[src/rtl/rx_elastic_buf_pkg.sv]
package rx_elastic_buf_pkg;
  typedef enum logic {
    MODE_PASS = 1'b0,
    MODE_DROP = 1'b1
  } rxeb_mode_e;
endpackage

[src/rtl/rxeb_store.sv]
module rxeb_store #(
  parameter int DATA_W = 8,
  parameter int DEPTH  = 16,
  localparam int AW    = $clog2(DEPTH)
) (
  input  logic              clk,
  input  logic              wr_en,
  input  logic [AW-1:0]     wr_addr,
  input  logic [DATA_W-1:0] wr_data,
  input  logic              wr_last,
  input  logic [AW-1:0]     rd_addr,
  output logic [DATA_W-1:0] rd_data,
  output logic              rd_last
);
  typedef struct packed {
    logic              last;
    logic [DATA_W-1:0] data;
  } slot_t;

  slot_t mem [DEPTH];

  always_ff @(posedge clk) begin
    if (wr_en) mem[wr_addr] <= '{last: wr_last, data: wr_data};
  end

  assign rd_data = mem[rd_addr].data;
  assign rd_last = mem[rd_addr].last;
endmodule

[src/rtl/rxeb_ctrl.sv]
module rxeb_ctrl
  import rx_elastic_buf_pkg::*;
#(
  parameter int DEPTH     = 16,
  parameter int MAX_FRAME = 8,
  localparam int AW       = $clog2(DEPTH)
) (
  input  logic          clk,
  input  logic          rst_n,
  input  logic          in_valid,
  input  logic          in_first,
  input  logic          in_last,
  input  logic          pop,
  output logic          wr_en,
  output logic [AW-1:0] wr_addr,
  output logic [AW-1:0] rd_addr,
  output logic          has_frame,
  output logic          drop_pulse
);
  localparam logic [AW:0] FULL_LVL = (AW+1)'(DEPTH);
  localparam logic [AW:0] ROOM_LVL = (AW+1)'(MAX_FRAME);

  logic [AW:0] wr_cur_q, wr_cur_d;
  logic [AW:0] commit_q, commit_d;
  logic [AW:0] rd_q;
  logic        in_frame_q, in_frame_d;
  rxeb_mode_e  mode_q, mode_d;

  logic [AW:0] used, free_committed;
  logic        full, take_word;

  assign used           = wr_cur_q - rd_q;
  assign full           = (used == FULL_LVL);
  assign free_committed = FULL_LVL - (commit_q - rd_q);

  always_comb begin
    wr_cur_d   = wr_cur_q;
    commit_d   = commit_q;
    in_frame_d = in_frame_q;
    mode_d     = mode_q;
    drop_pulse = 1'b0;
    take_word  = 1'b0;

    if (in_valid) begin
      if (mode_q == MODE_PASS) begin
        if (in_first || in_frame_q) begin
          if (full) begin
            wr_cur_d   = commit_q;
            in_frame_d = 1'b0;
            mode_d     = MODE_DROP;
            drop_pulse = 1'b1;
          end else begin
            take_word = 1'b1;
          end
        end
      end else if (in_first) begin
        if (free_committed >= ROOM_LVL) begin
          mode_d    = MODE_PASS;
          take_word = 1'b1;
        end else begin
          drop_pulse = 1'b1;
        end
      end
    end

    if (take_word) begin
      wr_cur_d = wr_cur_q + 1'b1;
      if (in_last) begin
        commit_d   = wr_cur_q + 1'b1;
        in_frame_d = 1'b0;
      end else begin
        in_frame_d = 1'b1;
      end
    end
  end

  always_ff @(posedge clk) begin
    if (!rst_n) begin
      wr_cur_q   <= '0;
      commit_q   <= '0;
      rd_q       <= '0;
      in_frame_q <= 1'b0;
      mode_q     <= MODE_PASS;
    end else begin
      wr_cur_q   <= wr_cur_d;
      commit_q   <= commit_d;
      in_frame_q <= in_frame_d;
      mode_q     <= mode_d;
      if (pop) rd_q <= rd_q + 1'b1;
    end
  end

  assign wr_en     = take_word;
  assign wr_addr   = wr_cur_q[AW-1:0];
  assign rd_addr   = rd_q[AW-1:0];
  assign has_frame = (rd_q != commit_q);

  // the store never holds more than DEPTH words
  a_r3_no_overflow: assert property (@(posedge clk) disable iff (!rst_n)
    used <= FULL_LVL);

  // an overflow rewinds the write pointer to the frame start
  a_r4_rollback: assert property (@(posedge clk) disable iff (!rst_n)
    (drop_pulse && mode_q == MODE_PASS) |=> (wr_cur_q == commit_q && mode_q == MODE_DROP));

  // continuation words in discard state write nothing
  a_r5_drop_no_write: assert property (@(posedge clk) disable iff (!rst_n)
    (mode_q == MODE_DROP && in_valid && !in_first) |=> $stable(wr_cur_q));

  // a frame is offered only once committed, and reads never pass the commit point
  a_r2_read_behind_commit: assert property (@(posedge clk) disable iff (!rst_n)
    (commit_q - rd_q) <= used);
endmodule

[src/rtl/rxeb_drop_cnt.sv]
module rxeb_drop_cnt #(
  parameter int CNT_W = 32
) (
  input  logic             clk,
  input  logic             rst_n,
  input  logic             inc,
  input  logic             clr,
  output logic [CNT_W-1:0] count
);
  localparam logic [CNT_W-1:0] TOP = '1;

  logic [CNT_W-1:0] cnt_q;

  always_ff @(posedge clk) begin
    if (!rst_n) begin
      cnt_q <= '0;
    end else if (clr) begin
      cnt_q <= inc ? CNT_W'(1) : '0;
    end else if (inc && cnt_q != TOP) begin
      cnt_q <= cnt_q + 1'b1;
    end
  end

  assign count = cnt_q;

  // once saturated the counter holds until cleared
  a_r7_saturate: assert property (@(posedge clk) disable iff (!rst_n)
    (cnt_q == TOP && !clr) |=> cnt_q == TOP);

  // a clear with no concurrent drop yields zero
  a_r8_clear: assert property (@(posedge clk) disable iff (!rst_n)
    (clr && !inc) |=> cnt_q == '0);
endmodule

[src/rtl/rx_elastic_buf.sv]
module rx_elastic_buf #(
  parameter int DATA_W    = 8,
  parameter int DEPTH     = 16,
  parameter int MAX_FRAME = 8,
  parameter int CNT_W     = 32
) (
  input  logic              clk,
  input  logic              rst_n,
  input  logic              rx_valid,
  input  logic [DATA_W-1:0] rx_data,
  input  logic              rx_first,
  input  logic              rx_last,
  output logic              tx_valid,
  input  logic              tx_ready,
  output logic [DATA_W-1:0] tx_data,
  output logic              tx_last,
  input  logic              drop_clr,
  output logic [CNT_W-1:0]  drop_count
);
  localparam int AW = $clog2(DEPTH);

  logic          wr_en, drop_pulse, has_frame;
  logic [AW-1:0] wr_addr, rd_addr;

  rxeb_ctrl #(.DEPTH(DEPTH), .MAX_FRAME(MAX_FRAME)) u_ctrl (
    .clk        (clk),
    .rst_n      (rst_n),
    .in_valid   (rx_valid),
    .in_first   (rx_first),
    .in_last    (rx_last),
    .pop        (tx_valid && tx_ready),
    .wr_en      (wr_en),
    .wr_addr    (wr_addr),
    .rd_addr    (rd_addr),
    .has_frame  (has_frame),
    .drop_pulse (drop_pulse)
  );

  rxeb_store #(.DATA_W(DATA_W), .DEPTH(DEPTH)) u_store (
    .clk     (clk),
    .wr_en   (wr_en),
    .wr_addr (wr_addr),
    .wr_data (rx_data),
    .wr_last (rx_last),
    .rd_addr (rd_addr),
    .rd_data (tx_data),
    .rd_last (tx_last)
  );

  rxeb_drop_cnt #(.CNT_W(CNT_W)) u_cnt (
    .clk   (clk),
    .rst_n (rst_n),
    .inc   (drop_pulse),
    .clr   (drop_clr),
    .count (drop_count)
  );

  assign tx_valid = has_frame;

  // an offered word is held steady while the downstream side stalls
  a_r3_hold_under_stall: assert property (@(posedge clk) disable iff (!rst_n)
    (tx_valid && !tx_ready) |=> (tx_valid && $stable(tx_data) && $stable(tx_last)));
endmodule

[config.mk]
export PLATFORM = sky130hd
export DESIGN_NAME = rx_elastic_buf
export DESIGN_NICKNAME = d
export VERILOG_FILES = /design/src/rtl/rx_elastic_buf_pkg.sv /design/src/rtl/rxeb_store.sv /design/src/rtl/rxeb_ctrl.sv /design/src/rtl/rxeb_drop_cnt.sv /design/src/rtl/rx_elastic_buf.sv
export SDC_FILE = /design/constraint.sdc
export NUM_CORES = 1
export LEC_CHECK = 0
export ABC_AREA = 1
export BUFFER_PORTS_ARGS = -buffer_cell sky130_fd_sc_hd__clkbuf_2
export CORE_MARGIN = 2
export CORE_UTILIZATION = 55
export CTS_BUF_LIST = sky130_fd_sc_hd__clkbuf_16
export DETAILED_ROUTE_END_ITERATION = 12
export PLACE_DENSITY = 0.85
export SLEW_MARGIN = 40
export SYNTH_ARGS = -nofsm -noshare
export SYNTH_HDL_FRONTEND = slang
export SYNTH_HIERARCHICAL = 1
export SYNTH_SLANG_ARGS = --single-unit
[constraint.sdc]
create_clock -name clk -period 2.7 [get_ports clk]
set_clock_uncertainty 0.2 [all_clocks]
set_input_delay 0 -clock clk [delete_from_list [all_inputs] [get_ports clk]]
set_output_delay 0 -clock clk [all_outputs]
set_load 0.02 [all_outputs]
==> summary.md, run 1 <==
| Metric | Value |
|---|---|
| Final Hold Fails | 0 |
| Arrival time worst endpoint | between 2 and 3 ns |
| # clock sinks | 193 |
| Diode count | 0 |
| Share of layout cells above drive strength 1 | 16.94% |
| CORE AREA | 17840 sq um |
| Iter 0 DRT Violations | around 1100 |
| Crit share post-route | 104.6% |
| Switching Share | between 20% and 30% |
| Global-route wire length before repair | roughly 40000 microns |
| Dpl hpwl | ~16000 microns |
| R2R Path End | u_store/mem[7][6] |
| Row count | a little under 50 |
| Vias in the first global route | a little under 8000 |
| Slew HR | 42.05% |
| Critical Path Source | u_ctrl/commit_q[1] |
| Antenna-violating nets left | 0 |
| RSZ-0062 raised after global routing | yes |
| Final wirelength | approximately 26000 microns |
| HP Class | in -> reg |
| Endpoint type of the worst setup path | register |
| Flop-to-flop setup slack | -0.12 ns |
| Maxcap violations | 0 |
| Failing checks | negative setup slack |
| Hold EP | u_ctrl/wr_cur_q[1] |
| Die area | approximately 19000 sq um |
| Worst r2r src | u_ctrl/commit_q[1] |
| Mapped cell area | ~9900 sq um |
| Largest net degree at the start of global routing | 76 |
| Yosys cell types | 36 |
| Crit path time final | approximately 2.8 ns |
| Final std cells w/o fill | 1528 |
| Worst hold start | rx_first |
| Dpl cell area | approximately 11000 sq um |
| Initial Util | 55.60% |
| Net switching power | 1.932 mW |
| TritonCTS clock tree | done |
| Pre-CTS setup slack | -0.1359 ns |
| Leak | just under 5 nW |
| H-tree levels | 4 |
| Yosys warns | 6 |
| Multi-input logic area | a little under 4000 sq um |
| Final instance area | between 10000 and 15000 sq um |
| Overflow after GRT | 0 |
| Register area | about 5300 sq um |
| Most common cell after layout, fill and taps aside | nand2_1 |
| Clock transition time at the flip-flop clock pins of the worst setup and hold paths | roughly 0.07 ns |
| DR pass1 iterations | 6 |
| Ports | between 50 and 60 |
| Setup TNS | -6.361 ns |
| Chip height | ~140 microns |
| Routability congestion estimate | slightly above 0.9 |
| Max Clk Rate | between 300 and 400 MHz |
| Startpoint Class | register |
| Post-synth net total | ~1200 |
| PD cells | roughly 590 nW/um^2 |
| Gr usage total | a little over a quarter |
| CP Max Fanout | 5 |
| Inst Count DP | 1456 |
| Hold path depth | 8 |
| CP required | 2.64 ns |
| Syn Area/Cell | 8.378 sq um |
| Post-route DRC | 0 |
| Worst-skew pair later-pin latency | 0.43 ns |
| Post-route setup slack | -0.1238 ns |
| Die width | between 100 and 150 microns |
| Seq cells post-synth | a little under 200 |
| Fillers | around 1300 |
| Peak VDD IR | approximately 0.00044 V |
| I/O Buffers | between 50 and 60 |
| Most frequent cells in the layout | nand2_1, inv_1, nand3_1 |
| Pin slew with the least headroom to its limit | ~0.87 ns |
| Status | complete, but fails checks |
| Post-synthesis sequential area ratio | 53.48% |
| CTS root buf | clkbuf_16 |
| Internal power | between 4 and 5 mW |
| Combinational share of power | between 10% and 20% |
| Seq pwr share | ~47% |
| Num CTS Buffers | 17 |
| # setup viols final | 98 |
| Syn Inst Count | between 1000 and 1500 |
| Final net count | 1316 |
| DR WL/cell | approximately 17 microns |
| Initial antenna violation count | 0 |
| Detailed-route via count | around 8600 |
| Reg2reg path depth | 15 |
| Clk buf depth | 2 |
| Area Overhead vs Synth | 18.25% |
| Via density | approximately 5.6 |
| Worst Setup Path Type | reg -> reg |
| Worst hold slack | around 0.09 ns |
| Fin. max-slew vios | 0 |
| Power share of the clock group | 36.0% |
[worst max-delay path: stages, from the launching register on]
cell and delay (ns):
dfxtp_2 0.34, inv_2 0.04, ha_4 0.27, ha_4 0.13, inv_2 0.04, fa_2 0.35
xor2_2 0.17, nand3_2 0.09, nand2_2 0.07, nand2_4 0.08, nand3_4 0.08, inv_6 0.10
nand3b_1 0.12, buf_6 0.17, nor2_4 0.13, buf_6 0.15
[power groups by stage]
| stage | Combinational (mW) | Clock [mW] | Sequential, mW |
|---|---|---|---|
| global placement | 1.02 | 0 | 3.30 |
| finish | 1.17 | 2.48 | 3.24 |
| detailed placement | 1.04 | 0 | 3.30 |
| floorplan | 0.781 | 0 | 3.30 |
| CTS | 1.10 | 2.50 | 3.23 |
| global route | 1.27 | 2.64 | 3.24 |
[worst max path at each step]
stage | to | slack, ns | cells past startpoint
finish | u_store/mem[7][6] | -0.12 | 15
global route | u_store/mem[7][7] | -0.19 | 15
CTS | u_store/mem[7][6] | -0.09 | 15
detailed placement | u_store/mem[12][0] | -0.14 | 13
global placement | u_store/mem[12][3] | -0.02 | 13
floorplan | u_store/mem[10][0] | -0.14 | 13
[cell families (layout without fill, tap and decap cells)]
kind of cell	count (synthesis)	in the layout	share of synthesized area [%]
AOI/OAI and AO/OA	57	57	3.027
xor gates and xnor gates	8	8	0.7064
adders and majority gates	15	15	1.968
buffers and inverters	245	349	11.14
DFF	193	193	53.48
and+or+nand+nor	666	677	29.68
[layer usage]
metal	GRT usage, %	wire [microns]
met5	0	0
met4	11.55	974
met3	5.196	2530
met2	43.02	12420
met1	34.44	9919
[cell type report]
cell class                      instances  share of cell area, %
Clock inverter                         15                  1.387
Multi-Input combinational cell        757                  33.09
Tap cell                              229                  2.443
Sequential cell                       193                  45.29
Timing Repair Buffer                  119                  7.616
Inverter                              198                  6.549
Clock buffer                           17                  3.627
[registers in the layout, indices dropped and copies added (netlist names)]
register and count:
u_ctrl/in_frame_q 1, u_ctrl/rd_q 5, u_cnt/count 32, u_ctrl/wr_cur_q 5, u_ctrl/mode_q 1, u_ctrl/commit_q 5
u_store/mem 144
[synthesized netlist by cell type, drive strengths merged]
cell type | n | area (sq um)
clkinv | 2 | 8.750
nand3 | 186 | 960.9
nand2 | 359 | 1411
o21bai | 6 | 45.04
fa | 1 | 20.02
nor3 | 10 | 50.05
inv | 196 | 745.7
dfxtp | 49 | 980.9
o21ai | 16 | 80.08
ha | 14 | 175.2
a21oi | 35 | 175.2
edfxtp | 144 | 4324
buf | 40 | 314.0
nor2 | 94 | 409.1
nand4 | 12 | 75.07
nand3b | 5 | 37.54
clkbuf | 7 | 36.28
xor2 | 8 | 70.07
[per-stage QoR]
stage               utilization [%]  power, mW
finish                        65.75      6.882
global route                  65.75      7.144
CTS                           64.28      6.834
detailed placement            59.04      4.341
global placement              59.04      4.315
floorplan                         -      4.084
[what timing repair did]
action                                  4_1_cts  5_1_grt
cloned                                        7        6
pin swaps                                     9       25
hold buffers                                 17        0
buffers inserted                              2        8
resized for setup                            23       42
endpoints found under the setup margin      174      185
endpoints found under the hold margin       168        0
(Power assumes the default switching activity.)
==> run 2, diff against run 1 <==
Settings changed: ABC_AREA 1 to not set, ABC_CLOCK_PERIOD_IN_PS set to 2700, CAP_MARGIN set to 25, CORE_UTILIZATION 55 to 54, PLACE_DENSITY 0.85 to 0.84.
==> run 2 against run 1 <==
Effect of this change: the run still ends with negative setup slack left; final cell count is 37% lower; combinational power is 38% lower; fmax is 14% lower; critical path depth is 1 lower; core utilization is 4.7 points higher; sequential share of layout area is 2.7 points higher; die area is 12% lower; clock power is 6% lower; critical endpoint is now u_cnt/count[28]; first-iteration DRC count is 60% lower; clock-buffer cell count stayed put; via count is 31% lower.
==> summary.md, run 2 <==
| Metric | Value |
|---|---|
| Inst Count DP | 898 (-38%) |
| Slew HR | 44.73% (+2.7 points) |
| Ports | 57 (unchanged) |
| CP Max Fanout | 4 (-1) |
| DR pass1 iterations | 5 (-1) |
| Gr usage total | 23.72% (-2.6 points) |
| Syn Area/Cell | 14.44 sq um (+72%) |
| Status | complete, but fails checks |
| # setup viols final | 184 (+88%) |
| Final std cells w/o fill | 970 (-37%) |
| CORE AREA | 15710 sq um (-12%) |
| Die width | 130.0 microns (-6.0%) |
| RSZ-0062 raised after global routing | yes |
| CP required | 2.86 ns (+0.22 ns) |
| Max Clk Rate | 304.3 MHz (-14%) |
| HP Class | in -> reg |
| Peak VDD IR | 0.0004075 V (-7.0%) |
| Area Overhead vs Synth | 29.04% |
| Seq cells post-synth | 193 (unchanged) |
| Most common cell after layout, fill and taps aside | edfxtp_1 |
| Largest register FFs | 144 (unchanged) |
| Most numerous cell in the Yosys netlist | edfxtp_1 |
| Endpoint type of the worst setup path | register |
| Iter 0 DRT Violations | 447 (-60%) |
| Crit share post-route | 121.7% (+17 points) |
| H-tree levels | 4 (unchanged) |
| Worst Setup Path Type | reg -> reg |
| Num CTS Buffers | 17 (unchanged) |
| Worst r2r src | u_ctrl/commit_q[1] |
| Arrival time worst endpoint | 3.45 ns (+0.68 ns) |
| Flop-to-flop setup slack | -0.59 ns (-0.46 ns) |
| Largest net degree at the start of global routing | 40 (-47%) |
| Post-synth top area share | 50.40% (+6.8 points) |
| Synth top area cells | edfxtp_1, dfxtp_1, mux4_2 |
| Via density | 6.046 (+8.0%) |
| Clk buf depth | 2 (unchanged) |
| Final wirelength | 20590 microns (-20%) |
| R2R Path End | u_cnt/count[28] |
| Startpoint Class | register |
| Final net count | 771 (-41%) |
| Vias in the first global route | 5645 (-29%) |
| Dpl cell area | 9634 sq um (-8.5%) |
| Ys async rst share | 0% (unchanged) |
| Pin slew with the least headroom to its limit | 0.8274 ns (-0.03976 ns) |
| Cell breakdown of the critical path | inv_2 -> ha_4 -> ha_4 -> inv_2 -> fa_2 -> xnor2_2 -> a21oi_2 -> a41o_1 -> nand4_1 -> buf_4 -> nor4_4 -> nand4_2 -> or3_1 -> a21oi_2 |
| Max incr delay on CP | 0.42 ns (+0.07 ns) |
| Row count | 46 (-6.1%) |
| Routability congestion estimate | 0.8467 (-8.5%) |
| Power Total | 6.276 mW (-8.8%) |
| Setup TNS | -62.47 ns (-56.11 ns) |
| Detailed-route via count | 5865 (-31%) |
| Post-synth EDFFs | 144 (unchanged) |
| Overflow after GRT | 0 (unchanged) |
| Pre-CTS setup slack | -0.6541 ns (-0.5183 ns) |
| CTS root buf | clkbuf_16 |
| I/O Buffers | 56 (unchanged) |
| Clock transition time at the flip-flop clock pins of the worst setup and hold paths | 0.07 ns (about the same) |
| Global-route wire length before repair | 29930 microns (-25%) |
| Maxcap violations | 0 (unchanged) |
| Most frequent cells in the layout | edfxtp_1, clkbuf_2, buf_4, dfxtp_1, nand2_1 |
| Yosys warns | 6 (unchanged) |
| Post-synthesis sequential area ratio | 61.83% (+8.4 points) |
| Post-synth top cells | edfxtp_1, dfxtp_1, nand2_1 |
| Post-route DRC | 0 (unchanged) |
| Failing checks | negative setup slack |
| Syn Inst Count | 594 (-50%) |
| Hold path depth | 5 (-3) |
| TritonCTS clock tree | done |
| Largest Register | u_store/mem |
| Fin. max-slew vios | 0 (unchanged) |
| Final instance area | 11070 sq um (-5.6%) |
| DR WL/cell | 21.23 microns (+26%) |
| Reg2reg path depth | 14 (-1) |
| Final Hold Fails | 0 (unchanged) |
| Main synth FF type | edfxtp_1 |
| PD cells | 566.9 nW/um^2 (-3.4%) |
| Chip height | 130.0 microns (-6.0%) |
| Diode count | 0 (unchanged) |
| Worst hold slack | 0.07233 ns (-0.01727 ns) |
| Leak | 3.782 nW (-23%) |
| Post-synth net total | 624 (-49%) |
| Worst-skew pair later-pin latency | 0.43 ns (about the same) |
| Cell accounting for the most synthesized area | edfxtp_1 |
| Hold EP | u_ctrl/wr_cur_q[1] |
| Die area | 16910 sq um (-12%) |
| Final Core Density | 70.46% (+4.7 points) |
| Yosys cell types | 70 (+94%) |
| Worst hold start | rx_first |
| Share of layout cells above drive strength 1 | 37.93% (+21 points) |
| Initial Util | 54.60% (-1.0 points) |
| Crit path time final | 3.287 ns (+0.4628 ns) |
| Post-route setup slack | -0.5866 ns (-0.4628 ns) |
| # clock sinks | 193 (unchanged) |
| Mapped cell area | 8579 sq um (-14%) |
| Dpl hpwl | 12800 microns (-19%) |
| Critical-path top delay cell | or3_1 |
| Antenna-violating nets left | 0 (unchanged) |
| Initial antenna violation count | 0 (unchanged) |
==> run 2: changes by cell type in the layout (fill, tap and decap cells not counted), moves of 15 or more <==
cell | before | now
a21oi_1 | 31 | 13
a22oi_1 | 0 | 18
buf_6 | 9 | 31
inv_1 | 188 | 12
mux4_1 | 0 | 15
mux4_2 | 0 | 21
nand2_1 | 342 | 39
nand3_1 | 182 | 19
nor2_1 | 69 | 27
==> run 2: worst max-delay path: cells and delay by family (launching register included) <==
kind / cells / cell delay [ns]
compound gates: 3 / 0.59
xor+xnor: 1 / 0.15
fa+ha+maj: 3 / 0.75
buf+inv: 3 / 0.26
flops: 1 / 0.33
simple gates: 4 / 0.93
==> run 2: cell families (layout without fill, tap and decap cells) <==
| family | after synthesis | after routing | synth area share, % |
|---|---|---|---|
| AOI/OAI and AO/OA | 90 | 91 | 7.292 |
| xor gates and xnor gates | 20 | 20 | 2.377 |
| adders and majority gates | 15 | 15 | 2.275 |
| buffers and inverters | 50 | 209 | 3.675 |
| DFF | 193 | 193 | 61.83 |
| muxes | 43 | 43 | 10.94 |
| and+or+nand+nor | 183 | 183 | 11.61 |
==> run 2: how the worst max path moves through the flow <==
stage	slack, ns	from	end
6_report	-0.59	u_ctrl/commit_q[1]	u_cnt/count[28]
5_1_grt	-0.70	u_ctrl/rd_q[0]	u_cnt/count[28]
3_3_place_gp	-0.49	u_ctrl/commit_q[1]	u_cnt/count[17]
3_5_place_dp	-0.65	u_ctrl/commit_q[3]	u_cnt/count[23]
4_1_cts	-0.50	u_ctrl/commit_q[1]	u_cnt/count[17]
2_1_floorplan	-0.43	u_ctrl/commit_q[1]	u_cnt/count[30]
==> run 2: report_power, final <==
| group | internal [mW] | total (mW) | switching (mW) |
|---|---|---|---|
| registers | 3.21 | 3.22 | 0.0110 |
| logic | 0.342 | 0.722 | 0.380 |
| clock network | 1.20 | 2.34 | 1.13 |
| total | 4.75 | 6.28 | 1.52 |
==> run 2: repair_timing <==
action / 4_1_cts / 5_1_grt
pin swaps: 23 / 40
hold endpoints to repair: 164 / 0
hold buffers: 14 / 0
cloned: 0 / 2
endpoints found under the setup margin: 195 / 186
gates resized for setup: 20 / 83
setup buffers: 6 / 19
==> run 2: layout make-up <==
type / instances / area [sq um]
Timing Repair Buffer: 159 / 1380
Clock buffer: 17 / 425.4
Tap cell: 216 / 270.3
Clock inverter: 15 / 126.4
Inverter: 18 / 77.57
Fill cell: 970 / 4642
Sequential cell: 193 / 5314
Multi-Input combinational cell: 352 / 3477
==> run 2: routing by layer <==
layer | track usage [%] | vias to the layer above | part of all wire [%]
met5 | 0 | - | 0
met4 | 8.096 | 0 | 1.9
met3 | 4.264 | 38 | 5.6
met2 | 41.39 | 275 | 52
met1 | 30.10 | 2920 | 40
li1 | - | 2632 | -
==> run 3, diff against run 2 <==
Settings changed: CELL_PAD_IN_SITES_DETAIL_PLACEMENT set to 0, CELL_PAD_IN_SITES_GLOBAL_PLACEMENT set to 2, CORE_UTILIZATION 54 to 39, CTS_CLUSTER_DIAMETER set to 40, MAX_ROUTING_LAYER set to met4.
==> run 3 against run 2 <==
Effect of this change: the run still ends with negative setup slack left; final area grew 2.1%; via count fell by 0.80%; highest routed layer unchanged; largest power group unchanged; power increased by 4.4%; register-to-register slack improved by 0.05 ns; die area grew 37%; non-clock buffer count increased by 2.
==> summary.md, run 3 (synthesis gave the netlist of run 2 again) <==
| Metric | Value |
|---|---|
| Max Clk Rate | 308.8 MHz (+1.5%) |
| I/O Buffers | 56 (unchanged) |
| Final net count | 774 (+0.39%) |
| Largest net degree at the start of global routing | 40 (unchanged) |
| Status | complete, but fails checks |
| DR pass1 iterations | 5 (unchanged) |
| Clock transition time at the flip-flop clock pins of the worst setup and hold paths | 0.08 ns (about the same) |
| Worst hold start | rx_valid |
| Largest Register | u_store/mem |
| Leak | 3.854 nW (+1.9%) |
| Post-route DRC | 0 (unchanged) |
| Peak VDD IR | 0.0003812 V (-6.5%) |
| Gr usage total | 19.31% (-4.4 points) |
| Pre-CTS setup slack | -0.6324 ns (+0.02174 ns) |
| Final Hold Fails | 0 (unchanged) |
| Hold path depth | 5 (unchanged) |
| Fin. max-slew vios | 0 (unchanged) |
| Fillers | 1757 (+81%) |
| Flop-to-flop setup slack | -0.54 ns (+0.05 ns) |
| Worst Setup Path Type | reg -> reg |
| CTS root buf | clkbuf_16 |
| Worst-skew pair later-pin latency | 0.43 ns (about the same) |
| Post-route setup slack | -0.5387 ns (+0.04793 ns) |
| Detailed-route via count | 5818 (-0.80%) |
| Endpoint type of the worst setup path | register |
| CORE AREA | 21690 sq um (+38%) |
| # setup viols final | 182 (-1.1%) |
| Most frequent cells in the layout | edfxtp_1, clkbuf_2, buf_4 |
| Most common cell after layout, fill and taps aside | edfxtp_1 |
| Area Overhead vs Synth | 31.79% |
| Slew HR | 52.36% (+7.6 points) |
| Ports | 57 (unchanged) |
| Overflow after GRT | 0 (unchanged) |
| H-tree levels | 4 (unchanged) |
| R2R Path End | u_cnt/count[17] |
| Share of layout cells above drive strength 1 | 37.65% (-0.28 points) |
| Routability congestion estimate | 0.8776 (+3.6%) |
| Row count | 54 (+17%) |
| Largest register FFs | 144 (unchanged) |
| Final instance area | 11310 sq um (+2.1%) |
| Final wirelength | 21780 microns (+5.8%) |
| Antenna-violating nets left | 0 (unchanged) |
| PD cells | 579.3 nW/um^2 (+2.2%) |
| Clk buf depth | 2 (unchanged) |
| Die width | 152.3 microns (+17%) |
| Failing checks | negative setup slack |
| Initial Util | 39.56% (-15 points) |
| Reg2reg path depth | 14 (unchanged) |
| Pin slew with the least headroom to its limit | 0.7146 ns (-0.1128 ns) |
| DR WL/cell | 21.01 microns (-1.1%) |
| Iter 0 DRT Violations | 341 (-24%) |
| Crit share post-route | 120.0% (-1.8 points) |
| Die area | 23200 sq um (+37%) |
| RSZ-0062 raised after global routing | yes |
| Startpoint Class | register |
| Dpl hpwl | 13000 microns (+1.6%) |
| Global-route wire length before repair | 33890 microns (+13%) |
| # clock sinks | 193 (unchanged) |
| HP Class | in -> reg |
| Final std cells w/o fill | 1037 (+6.9%) |
| Vias in the first global route | 6120 (+8.4%) |
| Maxcap violations | 0 (unchanged) |
| TritonCTS clock tree | done |
| CP Max Fanout | 5 (+1) |
| Initial antenna violation count | 0 (unchanged) |
| Via density | 5.610 (-7.2%) |
| Arrival time worst endpoint | 3.40 ns (-0.05 ns) |
| Worst r2r src | u_ctrl/commit_q[1] |
| Setup TNS | -72.78 ns (-10.31 ns) |
| Num CTS Buffers | 17 (unchanged) |
| CP required | 2.86 ns (about the same) |
| Hold EP | u_ctrl/mode_q |
| Chip height | 152.3 microns (+17%) |
| Diode count | 0 (unchanged) |
| Dpl cell area | 9737 sq um (+1.1%) |
| Crit path time final | 3.239 ns (-0.04793 ns) |
| Inst Count DP | 955 (+6.3%) |
run 3: cell count changes in the layout (fill, tap and decap cells not counted), moves of 2 or more:
cell / change
clkinv_4: -3
o21ai_1: -4
clkinv_8: +4
clkinvlp_4: -2
buf_6: -10
a21oi_1: +3
buf_4: +3
dfxtp_2: +3
a21oi_2: -4
buf_16: +3
o21ai_0: +5
dfxtp_1: -2
buf_12: +4
run 3: timing repair:
action                                  CTS  global route
resized for setup                        71            23
endpoints found under the hold margin   162             0
buffers inserted                         30             3
cloned                                    7             1
endpoints found under the setup margin  194           188
pin swaps                                31            20
hold buffers                             14             0
run 3: power by group:
| part | internal [mW] | switching (mW) | total, mW |
|---|---|---|---|
| registers | 3.21 | 0.00912 | 3.21 |
| clock network | 1.34 | 1.25 | 2.58 |
| logic | 0.356 | 0.395 | 0.751 |
run 3: worst max path at each step:
stage,startpoint,slack [ns],depth (start not counted),to
3_5_place_dp,u_ctrl/commit_q[3],-0.63,12,u_cnt/count[17]
3_3_place_gp,u_ctrl/commit_q[1],-0.56,13,u_cnt/count[17]
6_report,u_ctrl/commit_q[1],-0.54,14,u_cnt/count[17]
2_1_floorplan,u_ctrl/commit_q[1],-0.43,13,u_cnt/count[30]
5_1_grt,u_ctrl/commit_q[1],-0.64,16,u_cnt/count[25]
4_1_cts,u_ctrl/commit_q[1],-0.48,13,u_cnt/count[30]
run 3: critical path, stage by stage, from the launching register on:
cell and delay (ns):
dfxtp_2 0.33, inv_2 0.05, ha_4 0.27, ha_4 0.13, inv_2 0.03, fa_2 0.35, xnor2_2 0.15, a21oi_2 0.14
a41o_1 0.22, nand4_1 0.21, buf_4 0.21, nor2_4 0.15, nand2_4 0.09, or4_4 0.49, a21oi_2 0.14
run 3: through the flow:
step	total power [mW]	util (%)	hold WS (ns)
2_1_floorplan	3.749	-	-0.1011
3_3_place_gp	3.889	44.89	0.1195
3_5_place_dp	3.903	44.89	0.1536
4_1_cts	6.547	51.79	0.00002515
5_1_grt	6.770	52.13	0.04544
6_report	6.550	52.13	0.02615
run 3: metal layers:
| layer | wire length (microns) | track usage [%] | part of all wire, % |
|---|---|---|---|
| met1 | 8774 | 22.90 | 40 |
| met2 | 11480 | 34.00 | 53 |
| met3 | 1073 | 3.214 | 4.9 |
| met4 | 453 | 5.563 | 2.1 |
| met5 | 0 | - | 0 |
run 3: cell type report:
cell class                      count  area (sq um)  share of cell area (%)
Sequential cell                   193          5314                   47.00
Multi-Input combinational cell    353          3461                   30.61
Clock inverter                     15         186.4                   1.649
Timing Repair Buffer              161          1493                   13.20
Tap cell                          280         350.3                   3.098
Clock buffer                       17         425.4                   3.762
Inverter                           18         77.57                  0.6861
